`src/rtl/dslope_pkg.sv`:
```
package dslope_pkg;
   typedef enum logic [1:0] {
      PH_IZ   = 2'b00,
      PH_AZ   = 2'b01,
      PH_INT  = 2'b10,
      PH_DINT = 2'b11
   } phase_t;
endpackage

```
`src/rtl/dslope_sync.sv`:
```
module dslope_sync #(
   parameter int STAGES = 2,
   parameter int W      = 1
) (
   input  logic         clk,
   input  logic         rst_n,
   input  logic [W-1:0] din,
   output logic [W-1:0] dout
);
   initial begin
      if (STAGES < 2) $error("dslope_sync: STAGES must be at least 2");
      if (W < 1)      $error("dslope_sync: W must be positive");
   end

   logic [W-1:0] stage_q [STAGES];

   for (genvar s = 0; s < STAGES; s++) begin : g_stage
      if (s == 0) begin : g_first
         always_ff @(posedge clk) begin
            if (!rst_n) stage_q[s] <= '0;
            else        stage_q[s] <= din;
         end
      end else begin : g_next
         always_ff @(posedge clk) begin
            if (!rst_n) stage_q[s] <= '0;
            else        stage_q[s] <= stage_q[s-1];
         end
      end
   end

   assign dout = stage_q[STAGES-1];
endmodule

```
`src/rtl/dslope_tick_gen.sv`:
```
module dslope_tick_gen #(
   parameter int DIV = 4
) (
   input  logic clk,
   input  logic rst_n,
   output logic tick
);
   initial begin
      if (DIV < 1) $error("dslope_tick_gen: DIV must be at least 1");
   end

   if (DIV == 1) begin : g_every
      assign tick = rst_n;
   end else begin : g_div
      localparam int DW = $clog2(DIV);
      localparam logic [DW-1:0] LAST = DW'(DIV - 1);
      logic [DW-1:0] div_q;
      always_ff @(posedge clk) begin
         if (!rst_n)              div_q <= '0;
         else if (div_q == LAST)  div_q <= '0;
         else                     div_q <= div_q + 1'b1;
      end
      assign tick = rst_n && (div_q == LAST);
   end
endmodule

```
`src/rtl/dslope_phase_ctrl.sv`:
```
module dslope_phase_ctrl
   import dslope_pkg::*;
#(
   parameter int CNT_W = 16,
   parameter int LV_W  = 8
) (
   input  logic             clk,
   input  logic             rst_n,
   input  logic             tick,
   input  logic             cmp_s,
   input  logic             hold_s,
   input  logic [LV_W-1:0]  load_val,
   output phase_t           phase,
   output logic             az_entry,
   output logic [CNT_W-1:0] lat_res,
   output logic             lat_pol,
   output logic             lat_ovr
);
   localparam int LOW_W = CNT_W - LV_W;

   initial begin
      if (LOW_W < 1) $error("dslope_phase_ctrl: CNT_W must exceed LV_W");
   end

   logic [CNT_W-1:0] cnt_q;
   logic             cmp_prev_q;
   logic             first_q;
   logic [CNT_W-1:0] preset;
   logic             cnt_full;
   logic             cmp_fall;

   assign preset   = {load_val, {LOW_W{1'b0}}};
   assign cnt_full = &cnt_q;
   assign cmp_fall = cmp_prev_q && !cmp_s;
   assign az_entry = tick && (phase != PH_AZ) &&
                     (hold_s || ((phase == PH_IZ) && cmp_s));

   always_ff @(posedge clk) begin
      if (!rst_n) begin
         phase      <= PH_IZ;
         cnt_q      <= '0;
         cmp_prev_q <= 1'b0;
         first_q    <= 1'b0;
         lat_res    <= '0;
         lat_pol    <= 1'b0;
         lat_ovr    <= 1'b0;
      end else if (tick) begin
         cmp_prev_q <= cmp_s;
         if (hold_s) begin
            phase   <= PH_AZ;
            cnt_q   <= preset;
            first_q <= 1'b0;
         end else begin
            unique case (phase)
               PH_AZ: begin
                  cnt_q <= preset;
                  if (cnt_full) phase <= PH_INT;
                  else          cnt_q <= cnt_q + 1'b1;
               end
               PH_INT: begin
                  if (cnt_full) begin
                     phase   <= PH_DINT;
                     cnt_q   <= '0;
                     first_q <= 1'b1;
                  end else begin
                     cnt_q <= cnt_q + 1'b1;
                  end
               end
               PH_DINT: begin
                  first_q <= 1'b0;
                  if (first_q) lat_pol <= cmp_s;
                  if (cmp_fall) begin
                     phase   <= PH_IZ;
                     lat_res <= cnt_q;
                     lat_ovr <= 1'b0;
                  end else if (cnt_full) begin
                     phase   <= PH_IZ;
                     lat_res <= cnt_q;
                     lat_ovr <= 1'b1;
                  end else begin
                     cnt_q <= cnt_q + 1'b1;
                  end
               end
               PH_IZ: begin
                  if (cmp_s) begin
                     phase <= PH_AZ;
                     cnt_q <= preset;
                  end
               end
               default: phase <= PH_IZ;
            endcase
         end
      end
   end
endmodule

```
`src/rtl/dslope_hold_reg.sv`:
```
module dslope_hold_reg #(
   parameter int CNT_W = 16
) (
   input  logic             clk,
   input  logic             rst_n,
   input  logic             load,
   input  logic [CNT_W-1:0] res_in,
   input  logic             pol_in,
   input  logic             ovr_in,
   output logic [CNT_W-1:0] res_out,
   output logic             pol_out,
   output logic             ovr_out
);
   always_ff @(posedge clk) begin
      if (!rst_n) begin
         res_out <= '0;
         pol_out <= 1'b0;
         ovr_out <= 1'b0;
      end else if (load) begin
         res_out <= res_in;
         pol_out <= pol_in;
         ovr_out <= ovr_in;
      end
   end
endmodule

```
`src/rtl/dslope_sequencer.sv`:
```
module dslope_sequencer
   import dslope_pkg::*;
#(
   parameter int TICK_DIV    = 4,
   parameter int CNT_W       = 16,
   parameter int LV_W        = 8,
   parameter int SYNC_STAGES = 2
) (
   input  logic             clk,
   input  logic             rst_n,
   input  logic             cmp_in,
   input  logic             conv_en_n,
   input  logic [LV_W-1:0]  load_val,
   output logic             phase_a,
   output logic             phase_b,
   output logic [CNT_W-1:0] result,
   output logic             pol_out,
   output logic             ovr_out,
   output logic             valid_n
);
   initial begin
      if (TICK_DIV < 1)      $error("dslope_sequencer: TICK_DIV must be positive");
      if (LV_W < 1)          $error("dslope_sequencer: LV_W must be positive");
      if (CNT_W <= LV_W)     $error("dslope_sequencer: CNT_W must exceed LV_W");
      if (SYNC_STAGES < 2)   $error("dslope_sequencer: SYNC_STAGES must be at least 2");
   end

   logic             tick;
   logic [1:0]       sync_out;
   logic             cmp_s;
   logic             hold_s;
   phase_t           phase;
   logic             az_entry;
   logic [CNT_W-1:0] lat_res;
   logic             lat_pol;
   logic             lat_ovr;

   dslope_sync #(.STAGES(SYNC_STAGES), .W(2)) u_sync (
      .clk  (clk),
      .rst_n(rst_n),
      .din  ({conv_en_n, cmp_in}),
      .dout (sync_out)
   );
   assign cmp_s  = sync_out[0];
   assign hold_s = sync_out[1];

   dslope_tick_gen #(.DIV(TICK_DIV)) u_tick (
      .clk  (clk),
      .rst_n(rst_n),
      .tick (tick)
   );

   dslope_phase_ctrl #(.CNT_W(CNT_W), .LV_W(LV_W)) u_ctrl (
      .clk     (clk),
      .rst_n   (rst_n),
      .tick    (tick),
      .cmp_s   (cmp_s),
      .hold_s  (hold_s),
      .load_val(load_val),
      .phase   (phase),
      .az_entry(az_entry),
      .lat_res (lat_res),
      .lat_pol (lat_pol),
      .lat_ovr (lat_ovr)
   );

   dslope_hold_reg #(.CNT_W(CNT_W)) u_hold (
      .clk    (clk),
      .rst_n  (rst_n),
      .load   (az_entry),
      .res_in (lat_res),
      .pol_in (lat_pol),
      .ovr_in (lat_ovr),
      .res_out(result),
      .pol_out(pol_out),
      .ovr_out(ovr_out)
   );

   assign phase_a = phase[1];
   assign phase_b = phase[0];
   assign valid_n = (phase != PH_AZ);
endmodule

```
`config.mk`:
```
export PLATFORM = sky130hd
export DESIGN_NAME = dslope_sequencer
export DESIGN_NICKNAME = d
export VERILOG_FILES = /design/src/rtl/dslope_pkg.sv /design/src/rtl/dslope_sync.sv /design/src/rtl/dslope_tick_gen.sv /design/src/rtl/dslope_phase_ctrl.sv /design/src/rtl/dslope_hold_reg.sv /design/src/rtl/dslope_sequencer.sv
export SDC_FILE = /design/constraint.sdc
export NUM_CORES = 1
export LEC_CHECK = 0
export ABC_AREA = 1
export ABC_CLOCK_PERIOD_IN_PS = 2100
export BUFFER_PORTS_ARGS = -buffer_cell sky130_fd_sc_hd__buf_2
export CORE_MARGIN = 2
export CORE_UTILIZATION = 55
export CTS_BUF_LIST = sky130_fd_sc_hd__clkbuf_2 sky130_fd_sc_hd__clkbuf_4 sky130_fd_sc_hd__clkbuf_8
export CTS_CLUSTER_DIAMETER = 60
export DETAILED_ROUTE_END_ITERATION = 6
export HOLD_SLACK_MARGIN = 0.08
export MAX_ROUTING_LAYER = met4
export PLACE_DENSITY = 0.79
export RECOVER_POWER = 50
export SYNTH_ARGS = -nofsm -noshare
export SYNTH_HDL_FRONTEND = slang
export SYNTH_SLANG_ARGS = --single-unit
export TNS_END_PERCENT = 30
```
`constraint.sdc`:
```
create_clock -name clk -period 2.1 [get_ports clk]
set_clock_uncertainty 0.15 [all_clocks]
set_input_delay 0.105 -clock clk [delete_from_list [all_inputs] [get_ports clk]]
set_output_delay 0.105 -clock clk [all_outputs]
set_load 0.005 [all_outputs]
```
==> qor.log <==
[place] half-perimeter wire length after detailed placement 4531 µm
[clocking] CTS H-tree depth 3
[floorplan] boundary pin count 33
[critical_path] R2R cell count 10
[final_layout] diodes inserted 0
[logic_synthesis] cell taking the most area after synthesis dfxtp_1
[critical_path] register-to-register setup slack 0.12 ns
[logic_synthesis] fraction of synthesized cell area taken by the top area cell type 42.48%
[global_routing] layer with the highest usage after global routing met2
[global_routing] met1 track demand over resource 30.00%
[critical_path] CP Data Arrival Time 2.10 ns
[floorplan] number of core rows 26
[clocking] clock network latency to the later pin of the worst-skew pair 0.35 ns
[critical_path] element type at the critical path start flip-flop
[place] count of placed standard cells including taps 489
[timing] count of final setup violators 0
[timing] portion of the clock cycle consumed by the worst path in the final layout 94.46%
[power] Worst IR Drop VDD 0.5044 mV
[logic_synthesis] proportion of synthesized chip area in sequential cells 42.48%
[logic_synthesis] number of register bits inferred by synthesis 62
[place] gp weighted congestion 0.9557
[timing] Slew Limit Fails 0
[final_layout] share of post-route cells with drive strength above 1 21.06%
[logic_synthesis] number of distinct library cells after synthesis 35
[timing] Slew HR 75.21%
[logic_synthesis] top post-synthesis cells by area dfxtp_1, nand2_1, nor2_1
[floorplan] Die Span X 76.88 µm
[critical_path] worst r2r src u_ctrl.cnt_q[1]$_SDFFE_PN0P_
[place] count of input and output buffers 32
[logic_synthesis] mux share of post-synthesis cell area 0%
[global_routing] Remaining Overflow, GRT 0
[logic_synthesis] average footprint of a synthesized cell 7.491 µm²
[logic_synthesis] number of nets in the synthesized netlist 409
[global_routing] antenna violations before repair 0
[route] wire length reported by the detailed router 6658 µm
[final_layout] layout net count 467
[worst_hold_path] type of the most critical hold path reg2reg
[timing] Tmin final 1.984 ns
[final_layout] fin cells 521
[critical_path] worst-path maximum fanout 17
[logic_synthesis] compound-gate portion of the synthesized area 15.03%
[floorplan] Die Outline Area 5911 µm²
[final_layout] count of fill cells added during filler insertion 448
[route] count of antenna-violating nets left after detailed routing 0
[power] Pleak 0.001473 µW
[global_routing] met3 usage 5.059%
[timing] worst-margin pin slew 0.3715 ns
[clocking] cts bufs inserted 9
[logic_synthesis] combined area of all synthesized cells 2922 µm²
[floorplan] Floorplan Core Area 5107 µm²
[route] detailed-route wire length per cell 12.78 µm
[critical_path] endpoint of the worst register-to-register path u_ctrl.lat_res[10]$_SDFFE_PN0P_
[logic_synthesis] post-synthesis cell count 390
[logic_synthesis] synthesized-area fraction occupied by xor and xnor cells 0.2998%
[critical_path] worst setup path endpoint u_ctrl.lat_res[10]$_SDFFE_PN0P_
[power] power density over the cells 630.0 nW/µm²
[logic_synthesis] Async S/R FF share, synth 0%
[global_routing] global-route wire length before repair 11040 µm
[route] length of the first detailed-routing pass in iterations 5
[route] number of vias after detailed routing 2686
[logic_synthesis] count of synthesis-stage warnings from yosys 0
[final_layout] area grow syn2layout 20.86%
[route] DRC violation total after the first TritonRoute iteration 196
[clocking] clock tree from TritonCTS yes
[critical_path] start-to-end type of the worst setup path reg2reg
[timing] worst setup slack after layout 0.1164 ns
[timing] Fmax achieved 504.1 MHz
[route] routed vias/inst 5.155
[logic_synthesis] synthesized-area fraction occupied by and/or/nand/nor cells 30.41%
[global_routing] vias in the first global route 2448
[logic_synthesis] most used flip-flop cell after synthesis dfxtp_1
[place] post-placement worst setup slack 0.08112 ns
[global_routing] global-route usage over all layers 24.06%
[logic_synthesis] main combinational cell family by area after synthesis simple AND/OR/NAND/NOR gates
[global_routing] maximum number of pins on one net before global-route repair 35
[floorplan] Die Y-Extent 76.88 µm
[status] result of the run complete, no violations
[clocking] buffers from clock root to sink, at most 2
[critical_path] Setup crit end kind flip-flop
[flow_run] max-cap violations 0
[global_routing] global-route met2 utilization 36.32%
[clocking] CTS Root Buffer Type clkbuf_8
[clocking] clock-pin slew on the worst setup and hold paths 0.07 ns
[logic_synthesis] number of flops mapped to enable cells by yosys 0
[critical_path] worst setup path startpoint u_ctrl.cnt_q[1]$_SDFFE_PN0P_
[timing] total count of hold-check failures in the final report 0
[route] # DRC 0
[floorplan] initial standard-cell utilization of the core 57.20%
[critical_path] Crit path required time 2.21 ns
[clocking] clk sink count 62
[logic_synthesis] synthesized-area fraction occupied by adder cells 2.998%
==> critical path, stage by stage (launching register included) <==
cell      delay, ns
dfxtp_2        0.35
ha_2           0.21
nand2_2        0.08
nor2_4         0.18
nand2_4        0.10
nor2_8         0.14
o21bai_2       0.11
nor2_4         0.19
buf_12         0.17
nor2_1         0.06
a211oi_2       0.16
==> metrics by stage <==
stage	hold slack, ns	util (%)	total power [µW]	setup TNS (ns)	instance area (µm²)
after floorplan	0.05263	-	1292	0	2922
after global placement	0.1365	62.22	1321	0	3178
after detailed placement	0.1462	62.22	1324	0	3178
after CTS	0.2618	67.56	2230	0	3451
after global routing	0.2875	69.13	2311	-0.03831	3531
final	0.2608	69.13	2225	0	3531
==> worst min-delay path by stage <==
stage	start	depth (start not counted)	to
floorplan	cmp_in	2	u_sync.stage_q[0][0]$_SDFF_PN0_
global placement	conv_en_n	3	u_sync.stage_q[0][1]$_SDFF_PN0_
detailed placement	conv_en_n	3	u_sync.stage_q[0][1]$_SDFF_PN0_
CTS	u_sync.stage_q[0][0]$_SDFF_PN0_	2	u_sync.stage_q[1][0]$_SDFF_PN0_
global route	u_sync.stage_q[0][1]$_SDFF_PN0_	2	u_sync.stage_q[1][1]$_SDFF_PN0_
finish	u_sync.stage_q[0][0]$_SDFF_PN0_	2	u_sync.stage_q[1][0]$_SDFF_PN0_
==> timing repair <==
| item | in CTS | in global routing |
|---|---|---|
| setup endpoints to repair | 0 | 46 |
| hold buffers | 11 | 0 |
| setup buffers | 0 | 5 |
| gates resized for setup | 0 | 9 |
| endpoints found under the hold margin | 11 | 0 |
==> sequential cells by signal, summed over array words and instances (netlist names), 2 cells and up <==
| signal | cells |
|---|---|
| u_ctrl.cnt_q | 16 |
| u_ctrl.lat_res | 16 |
| u_ctrl.phase | 2 |
| u_hold.res_out | 16 |
| u_sync.stage_q | 4 |
| u_tick.g_div.div_q | 2 |
==> synth_stat cells (3+ instances only) <==
| cell | number |
|---|---|
| a211oi_2 | 9 |
| nand4_1 | 6 |
| nor2_1 | 74 |
| inv_1 | 42 |
| dfxtp_1 | 62 |
| a211oi_1 | 4 |
| nand3_1 | 15 |
| a21oi_1 | 12 |
| clkbuf_1 | 6 |
| o31ai_1 | 3 |
| buf_2 | 3 |
| o21ai_1 | 3 |
| o21ai_0 | 27 |
| nand3_2 | 3 |
| ha_1 | 7 |
| nand2_2 | 3 |
| nor3_1 | 6 |
| nand2_1 | 83 |
| buf_6 | 3 |
==> layout make-up <==
cell class	count	area [µm²]	area share [%]
Clock buffer	12	152.6	4.323
Sequential cell	62	1245	35.26
Inverter	44	170.2	4.819
Tap cell	70	87.58	2.481
Clock inverter	2	10.01	0.2835
Multi-Input combinational cell	271	1446	40.96
Timing Repair Buffer	60	419.2	11.87
==> metal layers <==
layer	vias up	share of wire [%]
met3	18	5.9
met1	1209	47
li1	1366	-
met5	-	0
met2	93	45
met4	0	2.1
==> layout by cell type, fill, tap and decap left out, types with 11 or more instances in the layout <==
master          n
nand3_1        14
buf_4          15
nand2_1        82
buf_2          25
dlygate4sd3_1  11
dfxtp_1        59
inv_1          41
a21oi_1        12
o21ai_0        26
nor2_1         73
==> cell families (layout without fill, tap and decap cells) <==
logic type               after synthesis  in the layout
AND/OR/NAND/NOR                      199            200
AO/OA/AOI/OAI                         63             63
flip-flops                            62             62
buffers and inverters                 58            118
adder cells (fa/ha/maj)                7              7
XOR/XNOR                               1              1
==> power breakdown <==
part           leakage (µW)  internal (µW)  total, µW  switching (µW)
registers          0.000502           1190       1200            7.73
clock network     0.0000889            469        909             439
logic              0.000882           50.1        117            66.6
total               0.00147           1710       2220             513
Note: power is estimated with default switching activity, not from simulation.
